--- src/rtl/nbs_pkg.sv ---
package nbs_pkg;

    localparam int unsigned DLY_W = 5;
    localparam int unsigned REG_W = 2 + 2 * DLY_W;
    localparam int unsigned IRQ_W = 3;

    localparam int unsigned IRQ_RB = 0;
    localparam int unsigned IRQ_RD = 1;
    localparam int unsigned IRQ_PG = 2;

    localparam logic [3:0] A_CTRL   = 4'd0;
    localparam logic [3:0] A_STATUS = 4'd1;
    localparam logic [3:0] A_ISTAT  = 4'd2;
    localparam logic [3:0] A_IMASK  = 4'd3;
    localparam logic [3:0] A_CMD    = 4'd4;
    localparam logic [3:0] A_ADDR   = 4'd5;
    localparam logic [3:0] A_WDATA  = 4'd6;
    localparam logic [3:0] A_RDREQ  = 4'd7;
    localparam logic [3:0] A_RDDATA = 4'd8;
    localparam logic [3:0] A_PGCTL  = 4'd9;
    localparam logic [3:0] A_PGRST  = 4'd10;

    typedef enum logic [1:0] {
        OP_CMD   = 2'd0,
        OP_ADDR  = 2'd1,
        OP_WDATA = 2'd2,
        OP_RDATA = 2'd3
    } nbs_op_e;

    typedef struct packed {
        nbs_op_e    op;
        logic [7:0] val;
    } nbs_req_t;

    typedef struct packed {
        logic [DLY_W-1:0] wr_dly;
        logic [DLY_W-1:0] rd_dly;
        logic             wide;
        logic             big_page;
    } nbs_ctrl_t;

    typedef enum logic [1:0] {
        EN_IDLE,
        EN_SETUP,
        EN_PULSE,
        EN_GAP
    } nbs_eng_e;

    typedef enum logic [1:0] {
        PG_NONE,
        PG_READ,
        PG_WRITE
    } nbs_pg_e;

    function automatic logic op_is_read(nbs_op_e op);
        return op == OP_RDATA;
    endfunction

endpackage

--- src/rtl/nbs_wbuf.sv ---
module nbs_wbuf
    import nbs_pkg::*;
#(
    parameter int unsigned DEPTH = 4
) (
    input  logic     clk,
    input  logic     rst,
    input  logic     push,
    input  nbs_req_t push_req,
    input  logic     pop,
    output nbs_req_t head,
    output logic     empty,
    output logic     full
);
    localparam int unsigned PTR_W = (DEPTH > 1) ? $clog2(DEPTH) : 1;
    localparam int unsigned CNT_W = $clog2(DEPTH + 1);

    nbs_req_t         slots [DEPTH];
    logic [PTR_W-1:0] wp, rp;
    logic [CNT_W-1:0] cnt;
    logic             do_push, do_pop;

    assign empty   = (cnt == '0);
    assign full    = (cnt == CNT_W'(DEPTH));
    assign do_push = push && !full;
    assign do_pop  = pop && !empty;
    assign head    = slots[rp];

    always_ff @(posedge clk) begin
        if (do_push) begin
            slots[wp] <= push_req;
        end
    end

    always_ff @(posedge clk) begin
        if (rst) begin
            wp  <= '0;
            rp  <= '0;
            cnt <= '0;
        end else begin
            if (do_push) begin
                wp <= (wp == PTR_W'(DEPTH - 1)) ? '0 : wp + 1'b1;
            end
            if (do_pop) begin
                rp <= (rp == PTR_W'(DEPTH - 1)) ? '0 : rp + 1'b1;
            end
            if (do_push && !do_pop) begin
                cnt <= cnt + 1'b1;
            end else if (do_pop && !do_push) begin
                cnt <= cnt - 1'b1;
            end
        end
    end
endmodule

--- src/rtl/nbs_rb_sync.sv ---
module nbs_rb_sync (
    input  logic clk,
    input  logic rst,
    input  logic rb_in,
    output logic rb_lvl,
    output logic rb_rise
);
    logic [1:0] sync_q;
    logic       prev_q;

    always_ff @(posedge clk) begin
        if (rst) begin
            sync_q <= 2'b11;
            prev_q <= 1'b1;
        end else begin
            sync_q <= {sync_q[0], rb_in};
            prev_q <= sync_q[1];
        end
    end

    assign rb_lvl  = sync_q[1];
    assign rb_rise = sync_q[1] && !prev_q;
endmodule

--- src/rtl/nbs_strobe.sv ---
module nbs_strobe
    import nbs_pkg::*;
(
    input  logic             clk,
    input  logic             rst,
    input  logic             req_valid,
    input  nbs_req_t         req,
    input  logic             rb_ok,
    input  logic [DLY_W-1:0] rd_dly,
    input  logic [DLY_W-1:0] wr_dly,
    output logic             taken,
    output logic             idle,
    output logic             cap_valid,
    output logic [7:0]       cap_data,
    input  logic [7:0]       nand_din,
    output logic             nand_ce_n,
    output logic             nand_cle,
    output logic             nand_ale,
    output logic             nand_we_n,
    output logic             nand_re_n,
    output logic [7:0]       nand_dout,
    output logic             nand_doe
);
    nbs_eng_e         state_q;
    nbs_req_t         cur_q;
    logic [DLY_W-1:0] cnt_q;
    logic             cur_rd, active;

    assign cur_rd = op_is_read(cur_q.op);
    assign idle   = (state_q == EN_IDLE);
    assign taken  = idle && req_valid && (!op_is_read(req.op) || rb_ok);
    assign active = !idle;

    always_ff @(posedge clk) begin
        if (rst) begin
            state_q   <= EN_IDLE;
            cur_q     <= '0;
            cnt_q     <= '0;
            cap_valid <= 1'b0;
            cap_data  <= '0;
        end else begin
            cap_valid <= 1'b0;
            unique case (state_q)
                EN_IDLE: begin
                    if (taken) begin
                        cur_q   <= req;
                        state_q <= EN_SETUP;
                    end
                end
                EN_SETUP: begin
                    cnt_q   <= cur_rd ? rd_dly : wr_dly;
                    state_q <= EN_PULSE;
                end
                EN_PULSE: begin
                    if (cnt_q == '0) begin
                        state_q <= EN_GAP;
                        if (cur_rd) begin
                            cap_valid <= 1'b1;
                            cap_data  <= nand_din;
                        end
                    end else begin
                        cnt_q <= cnt_q - 1'b1;
                    end
                end
                EN_GAP: state_q <= EN_IDLE;
                default: state_q <= EN_IDLE;
            endcase
        end
    end

    assign nand_ce_n = !active;
    assign nand_cle  = active && (cur_q.op == OP_CMD);
    assign nand_ale  = active && (cur_q.op == OP_ADDR);
    assign nand_we_n = !((state_q == EN_PULSE) && !cur_rd);
    assign nand_re_n = !((state_q == EN_PULSE) && cur_rd);
    assign nand_dout = cur_q.val;
    assign nand_doe  = active && !cur_rd;
endmodule

--- src/rtl/nand_bus_seq.sv ---
module nand_bus_seq
    import nbs_pkg::*;
#(
    parameter int unsigned WBUF_DEPTH = 4,
    parameter int unsigned PAGE_SMALL = 256,
    parameter int unsigned PAGE_LARGE = 512
) (
    input  logic             clk,
    input  logic             rst,
    input  logic             reg_wr,
    input  logic [3:0]       reg_addr,
    input  logic [REG_W-1:0] reg_wdata,
    output logic [REG_W-1:0] reg_rdata,
    output logic             irq_o,
    input  logic             pg_in_valid,
    input  logic [7:0]       pg_in_data,
    output logic             pg_in_ready,
    output logic             pg_out_valid,
    output logic [7:0]       pg_out_data,
    output logic             nand_ce_n,
    output logic             nand_cle,
    output logic             nand_ale,
    output logic             nand_we_n,
    output logic             nand_re_n,
    output logic [7:0]       nand_dout,
    output logic             nand_doe,
    input  logic [7:0]       nand_din,
    input  logic             nand_rb
);
    localparam int unsigned CNT_W = $clog2(PAGE_LARGE + 1);

    nbs_ctrl_t        ctrl_q;
    logic [IRQ_W-1:0] mask_q, irq_q, irq_set, irq_clr;
    logic [7:0]       rd_data_q;
    nbs_pg_e          pg_mode_q;
    logic [CNT_W-1:0] pg_cnt_q, page_len;
    logic             cur_page_q;

    logic     wb_push, wb_pop, wb_empty, wb_full;
    nbs_req_t wb_in, wb_head;
    logic     eng_req_valid, eng_taken, eng_idle, cap_valid;
    nbs_req_t eng_req;
    logic [7:0] cap_data;
    logic     rb_lvl, rb_rise, pg_take, pg_finish, is_queue_addr;

    assign page_len = ctrl_q.big_page ? CNT_W'(PAGE_LARGE) : CNT_W'(PAGE_SMALL);

    // register writes that become bus cycles
    always_comb begin
        is_queue_addr = 1'b1;
        wb_in.val     = reg_wdata[7:0];
        unique case (reg_addr)
            A_CMD:   wb_in.op = OP_CMD;
            A_ADDR:  wb_in.op = OP_ADDR;
            A_WDATA: wb_in.op = OP_WDATA;
            A_RDREQ: wb_in.op = OP_RDATA;
            default: begin
                wb_in.op      = OP_CMD;
                is_queue_addr = 1'b0;
            end
        endcase
    end
    assign wb_push = reg_wr && is_queue_addr && !wb_full;

    nbs_wbuf #(.DEPTH(WBUF_DEPTH)) u_wbuf (
        .clk      (clk),
        .rst      (rst),
        .push     (wb_push),
        .push_req (wb_in),
        .pop      (wb_pop),
        .head     (wb_head),
        .empty    (wb_empty),
        .full     (wb_full)
    );

    nbs_rb_sync u_rb (
        .clk     (clk),
        .rst     (rst),
        .rb_in   (nand_rb),
        .rb_lvl  (rb_lvl),
        .rb_rise (rb_rise)
    );

    // request selection: queued entries first, then page traffic
    always_comb begin
        eng_req       = wb_head;
        eng_req_valid = 1'b0;
        if (!wb_empty) begin
            eng_req_valid = !((wb_head.op == OP_RDATA) && irq_q[IRQ_RD]);
        end else if ((pg_mode_q != PG_NONE) && (pg_cnt_q != page_len)) begin
            if (pg_mode_q == PG_READ) begin
                eng_req.op    = OP_RDATA;
                eng_req.val   = '0;
                eng_req_valid = 1'b1;
            end else begin
                eng_req.op    = OP_WDATA;
                eng_req.val   = pg_in_data;
                eng_req_valid = pg_in_valid;
            end
        end
    end

    nbs_strobe u_eng (
        .clk       (clk),
        .rst       (rst),
        .req_valid (eng_req_valid),
        .req       (eng_req),
        .rb_ok     (rb_lvl),
        .rd_dly    (ctrl_q.rd_dly),
        .wr_dly    (ctrl_q.wr_dly),
        .taken     (eng_taken),
        .idle      (eng_idle),
        .cap_valid (cap_valid),
        .cap_data  (cap_data),
        .nand_din  (nand_din),
        .nand_ce_n (nand_ce_n),
        .nand_cle  (nand_cle),
        .nand_ale  (nand_ale),
        .nand_we_n (nand_we_n),
        .nand_re_n (nand_re_n),
        .nand_dout (nand_dout),
        .nand_doe  (nand_doe)
    );

    assign wb_pop       = eng_taken && !wb_empty;
    assign pg_take      = eng_taken && wb_empty;
    assign pg_in_ready  = pg_take && (pg_mode_q == PG_WRITE);
    assign pg_out_valid = cap_valid && cur_page_q;
    assign pg_out_data  = cap_data;
    assign pg_finish    = (pg_mode_q != PG_NONE) && (pg_cnt_q == page_len)
                          && eng_idle && wb_empty;

    assign irq_clr = (reg_wr && reg_addr == A_ISTAT) ? reg_wdata[IRQ_W-1:0] : '0;
    always_comb begin
        irq_set         = '0;
        irq_set[IRQ_RB] = rb_rise;
        irq_set[IRQ_RD] = cap_valid && !cur_page_q;
        irq_set[IRQ_PG] = pg_finish;
    end

    always_ff @(posedge clk) begin
        if (rst) begin
            ctrl_q     <= '0;
            mask_q     <= '1;
            irq_q      <= '0;
            rd_data_q  <= '0;
            pg_mode_q  <= PG_NONE;
            pg_cnt_q   <= '0;
            cur_page_q <= 1'b0;
        end else begin
            if (reg_wr && reg_addr == A_CTRL) begin
                ctrl_q <= nbs_ctrl_t'(reg_wdata);
            end
            if (reg_wr && reg_addr == A_IMASK) begin
                mask_q <= reg_wdata[IRQ_W-1:0];
            end
            irq_q <= (irq_q & ~irq_clr) | irq_set;
            if (eng_taken) begin
                cur_page_q <= wb_empty;
            end
            if (cap_valid && !cur_page_q) begin
                rd_data_q <= cap_data;
            end
            if (reg_wr && reg_addr == A_PGRST) begin
                pg_cnt_q <= '0;
            end else if (pg_take) begin
                pg_cnt_q <= pg_cnt_q + 1'b1;
            end
            if (pg_finish) begin
                pg_mode_q <= PG_NONE;
            end else if (reg_wr && reg_addr == A_PGCTL && pg_mode_q == PG_NONE) begin
                if (reg_wdata == REG_W'(1)) begin
                    pg_mode_q <= PG_READ;
                end else if (reg_wdata == REG_W'(2)) begin
                    pg_mode_q <= PG_WRITE;
                end
            end
        end
    end

    assign irq_o = |(irq_q & ~mask_q);

    always_comb begin
        unique case (reg_addr)
            A_CTRL:   reg_rdata = ctrl_q;
            A_STATUS: reg_rdata = REG_W'({rb_lvl, !(eng_idle && wb_empty),
                                          pg_mode_q != PG_NONE, wb_full});
            A_ISTAT:  reg_rdata = REG_W'(irq_q);
            A_IMASK:  reg_rdata = REG_W'(mask_q);
            A_RDDATA: reg_rdata = REG_W'(rd_data_q);
            default:  reg_rdata = '0;
        endcase
    end
endmodule

--- config.mk ---
export PLATFORM = sky130hd
export DESIGN_NAME = nand_bus_seq
export DESIGN_NICKNAME = d
export VERILOG_FILES = /design/src/rtl/nbs_pkg.sv /design/src/rtl/nbs_wbuf.sv /design/src/rtl/nbs_rb_sync.sv /design/src/rtl/nbs_strobe.sv /design/src/rtl/nand_bus_seq.sv
export SDC_FILE = /design/constraint.sdc
export NUM_CORES = 1
export LEC_CHECK = 0
export BUFFER_PORTS_ARGS = -buffer_cell sky130_fd_sc_hd__buf_2
export CAP_MARGIN = 5
export CORE_UTILIZATION = 55
export CTS_BUF_LIST = sky130_fd_sc_hd__clkbuf_4
export CTS_CLUSTER_DIAMETER = 100
export DETAILED_ROUTE_END_ITERATION = 8
export GPL_ROUTABILITY_DRIVEN = 0
export PLACE_DENSITY = 0.75
export SETUP_SLACK_MARGIN = 0.05
export SLEW_MARGIN = 40
export SYNTH_ARGS = -nofsm -noshare
export SYNTH_HDL_FRONTEND = slang
export SYNTH_SLANG_ARGS = --single-unit
export TNS_END_PERCENT = 1
--- constraint.sdc ---
create_clock -name clk -period 3.7 [get_ports clk]
set_input_delay 0.74 -clock clk [delete_from_list [all_inputs] [get_ports clk]]
set_output_delay 0.74 -clock clk [all_outputs]
set_load 0.02 [all_outputs]
==> results.md <==
- Status: complete, no violations
- Total CTS buffers: 17
- Critical path fanouts, max: 9
- Routed wire per std cell: 16.8 µm
- Clk root buf: clkbuf_4
- Xor/xnor cell area share of the yosys netlist: 0.479%
- Worst Hold Slack: 0.401 ns
- Clk Latency, worst-skew pair: 0.51 ns
- Pins over their slew limit: 0
- Main synth FF type: dfxtp_1
- Post-layout util: 63.0%
- Worst Hold Class: in -> reg
- Avg Cell Area, Syn: 10.2 µm²
- Starting Density: 56.3%
- Layout cells sized above 1: 23.6%
- Syn-to-layout area delta: 11.8%
- Critical Path AT: 2.74 ns
- Final min period: 3.48 ns
- Final Hold Violating Endpoints: 0
- CTS tree: yes
- Clk sinks: 117
- Largest net degree at the start of global routing: 61
- Die Width: 102 µm
- Clk buf depth: 2
- Vias/cell: 5.85
- Die area: 0.0104 mm²
- # fillers: 839
- PnR Total Power: 3.59 mW
- Yosys warning total: 0
- DP HPWL: 8780 µm
- Max H-tree Level: 4
- Worst-path cell chain: inv_1 > ha_1 > nor4b_2 > o211ai_2 > nand3_1 > a21o_2 > nand3_1 > nor3b_1 > buf_2
- Post-synthesis mux area share: 9.68%
- Detail Route Antenna Nets: 0
- Relative slew slack: 53.2%
- Final Cycle Share: 93.9%
- Register Area: 0.00274 mm²
- Via count: 4,324
- Max-Cap Viols: 0
- PwrDens: 585 mW/mm²
- Number of enable flip-flop cells after synthesis: 40
- # rows: 36
- DRT Wirelength: 12,400 µm
- Cell mode on critical path: nand3_1
- Global-route wire length before repair: 19,700 µm
- Post-synthesis cell count: 538
- Synth Area in Adders: 3.10%
- Area of the multi-input gates: 0.00247 mm²
- Antenna cells: 0
- Slowest cell delay on critical path: 0.35 ns
- GRT Util Overall: 25.4%
- Post-route DRC: 0
- Crit-path slowest cell: dfxtp_1
- Ports: 74
- WP data required: 2.96 ns
- Grt ovf: 0
- Post-synthesis compound-gate area fraction: 13.6%
- Crit Path Category: reg -> out
- Synth Area in Simple Gates: 18.0%
- Core Region: 0.00973 mm²
- Initial antenna violation count: 0
- Hold_buf cts: 0
- Final clock skew: 0.0143 ns
- Clock slew at reported path FFs: 0.11 ns
- Fraction of registers with async set or reset after synthesis: 0%
- Buffers & Inverters on Critical Path: 2
- Register-to-register path setup slack: 0.59 ns
- Mapped Nets: 588
- Worst-Margin Slew: 0.702 ns
- Setup violators final: 0
- Vias in the first global route: 3,959
- Initial DRC Count: 199
- Nature of the critical path startpoint: flop
- Seq/Total Area, Yosys: 50.0%
- Max Freq: 288 MHz
- Setup Buffers After CTS: 0
- Delay-heaviest family, CP: simple AND/OR/NAND/NOR gates
- Largest family of logic cells by synthesized area: simple AND/OR/NAND/NOR gates
- Crit. End Element: primary output
- Synth Register Bits: 117
- Nets: 643
- Synth Cell Area: 0.00548 mm²
- Max IR drop VDD: 230 µV
- LEAKAGE: 2.26 nW
- Die Ht: 102 µm
- Synth cell types: 59
- 1st-pass router iterations: 5
- PortBufs: 73
logic make-up after synthesis:
| family | after synthesis |
|---|---|
| AND/OR/NAND/NOR | 198 |
| flip-flops | 117 |
| AO/OA/AOI/OAI | 110 |
| buffers and inverters | 59 |
| multiplexers | 38 |
| adder cells (fa/ha/maj) | 13 |
| XOR/XNOR | 3 |
timing repair:
action,4_1_cts,5_1_grt
setup endpoints to repair,1,1
pin swaps,0,1
resized for setup,1,2
area by class of cell:
type	instances	area share (%)
multi-input cells	362	40.3
clock inverters	14	2.24
inverters	15	0.918
repair buffers	80	6.82
well taps	133	2.71
flip-flops and latches	117	44.8
clock buffers	18	2.20
per-stage QoR:
stage / worst slack (ns) / setup TNS [ns] / std cells / cell area, µm²
finish: 0.224 / 0 / 739 / 6130
global route: -0.00757 / -0.00757 / 739 / 6130
CTS: 0.143 / 0 / 739 / 6120
detailed placement: 0.541 / 0 / 707 / 5850
global placement: 0.675 / 0 / 707 / 5850
floorplan: 0.779 / 0 / 538 / 5480
Yosys cell counts (3+ instances only):
library cell  instances  area share, %
o21ai_0               7           0.64
nor4_1                5           0.57
o31ai_1               6           0.82
and2_1               13            1.5
nor2_1               35            2.4
clkbuf_1             23            1.6
or2_2                 8           0.91
buf_2                 5           0.46
nor2b_1               5           0.57
buf_4                10            1.4
dfxtp_1              77             28
a21oi_1              50            4.6
nand2_1              59            4.0
nand4_1               5           0.57
mux4_2               12            4.9
and3_1                4           0.46
nor3b_1               5           0.68
a31oi_1               3           0.34
or4_1                 3           0.41
nand4b_1              3           0.48
mux2i_1              26            4.7
nand3_1              27            2.5
a21o_1                3           0.41
edfxtp_1             40             22
ha_1                 12            2.7
a32oi_1               8            1.3
a311oi_1              9            1.4
a211oi_1              5           0.68
inv_1                14           0.96
nand2b_1              4           0.46
or3_1                 5           0.57
buf_1                 3           0.21
nor3_1               11            1.0
placed cells by master, fill, tap and decap left out, types with 3 or more instances in the layout:
master / netlist / routed
nand2b_1: 4 / 4
nand4_1: 5 / 5
nand2_1: 59 / 59
edfxtp_1: 40 / 40
a32oi_1: 8 / 8
o21ai_0: 7 / 7
mux2i_1: 26 / 26
a21oi_1: 50 / 50
or3_1: 5 / 5
a211oi_1: 5 / 5
a31oi_1: 3 / 3
nor4_1: 5 / 5
and3_1: 4 / 4
nor2_1: 35 / 34
nand4b_1: 3 / 3
o31ai_1: 6 / 6
ha_1: 12 / 12
clkinvlp_4: 0 / 4
or4_1: 3 / 3
or2_2: 8 / 8
clkinv_2: 0 / 6
nor3b_1: 5 / 5
buf_4: 10 / 7
nor3_1: 11 / 11
mux4_2: 12 / 12
dfxtp_1: 77 / 76
nand3_1: 27 / 27
buf_2: 5 / 73
a311oi_1: 9 / 9
and2_1: 13 / 13
nor2b_1: 5 / 5
inv_1: 14 / 14
clkbuf_4: 0 / 18
sequential cells by signal, summed over array words and instances (netlist names), named ones only:
register / flops
ctrl_q: 12
cur_page_q: 1
irq_q: 3
mask_q: 3
pg_cnt_q: 10
pg_mode_q: 2
rd_data_q: 8
u_eng.cap_data: 8
u_eng.cap_valid: 1
u_eng.cnt_q: 5
u_eng.cur_q: 2
u_eng.nand_dout: 8
u_eng.state_q: 2
u_rb.prev_q: 1
u_rb.sync_q: 2
u_wbuf.cnt: 3
u_wbuf.rp: 2
u_wbuf.slots: 40
u_wbuf.wp: 2
path summary, 6_finish.rpt:
path	start	to	cells past startpoint
worst min register to register	u_rb.sync_q[0]	u_rb.sync_q[1]	1
worst min-delay path	nand_rb	u_rb.sync_q[0]	2
worst max register to register	pg_cnt_q[0]	u_wbuf.cnt[2]	13
worst max-delay path	pg_cnt_q[0]	pg_in_ready	9
metal layers:
layer  vias up  track usage (%)  share of wire, %
li1       2081                -                 -
met1      2079             33.8                45
met2       150             40.1                48
met3        14             6.36               5.8
met4         0             10.3               1.2
met5         -                0                 0
power by group:
part           switching, mW  internal, mW
sequential             0.106          1.43
clock                  0.491         0.403
combinational          0.699         0.459
Power figures use the tool's default switching activity.
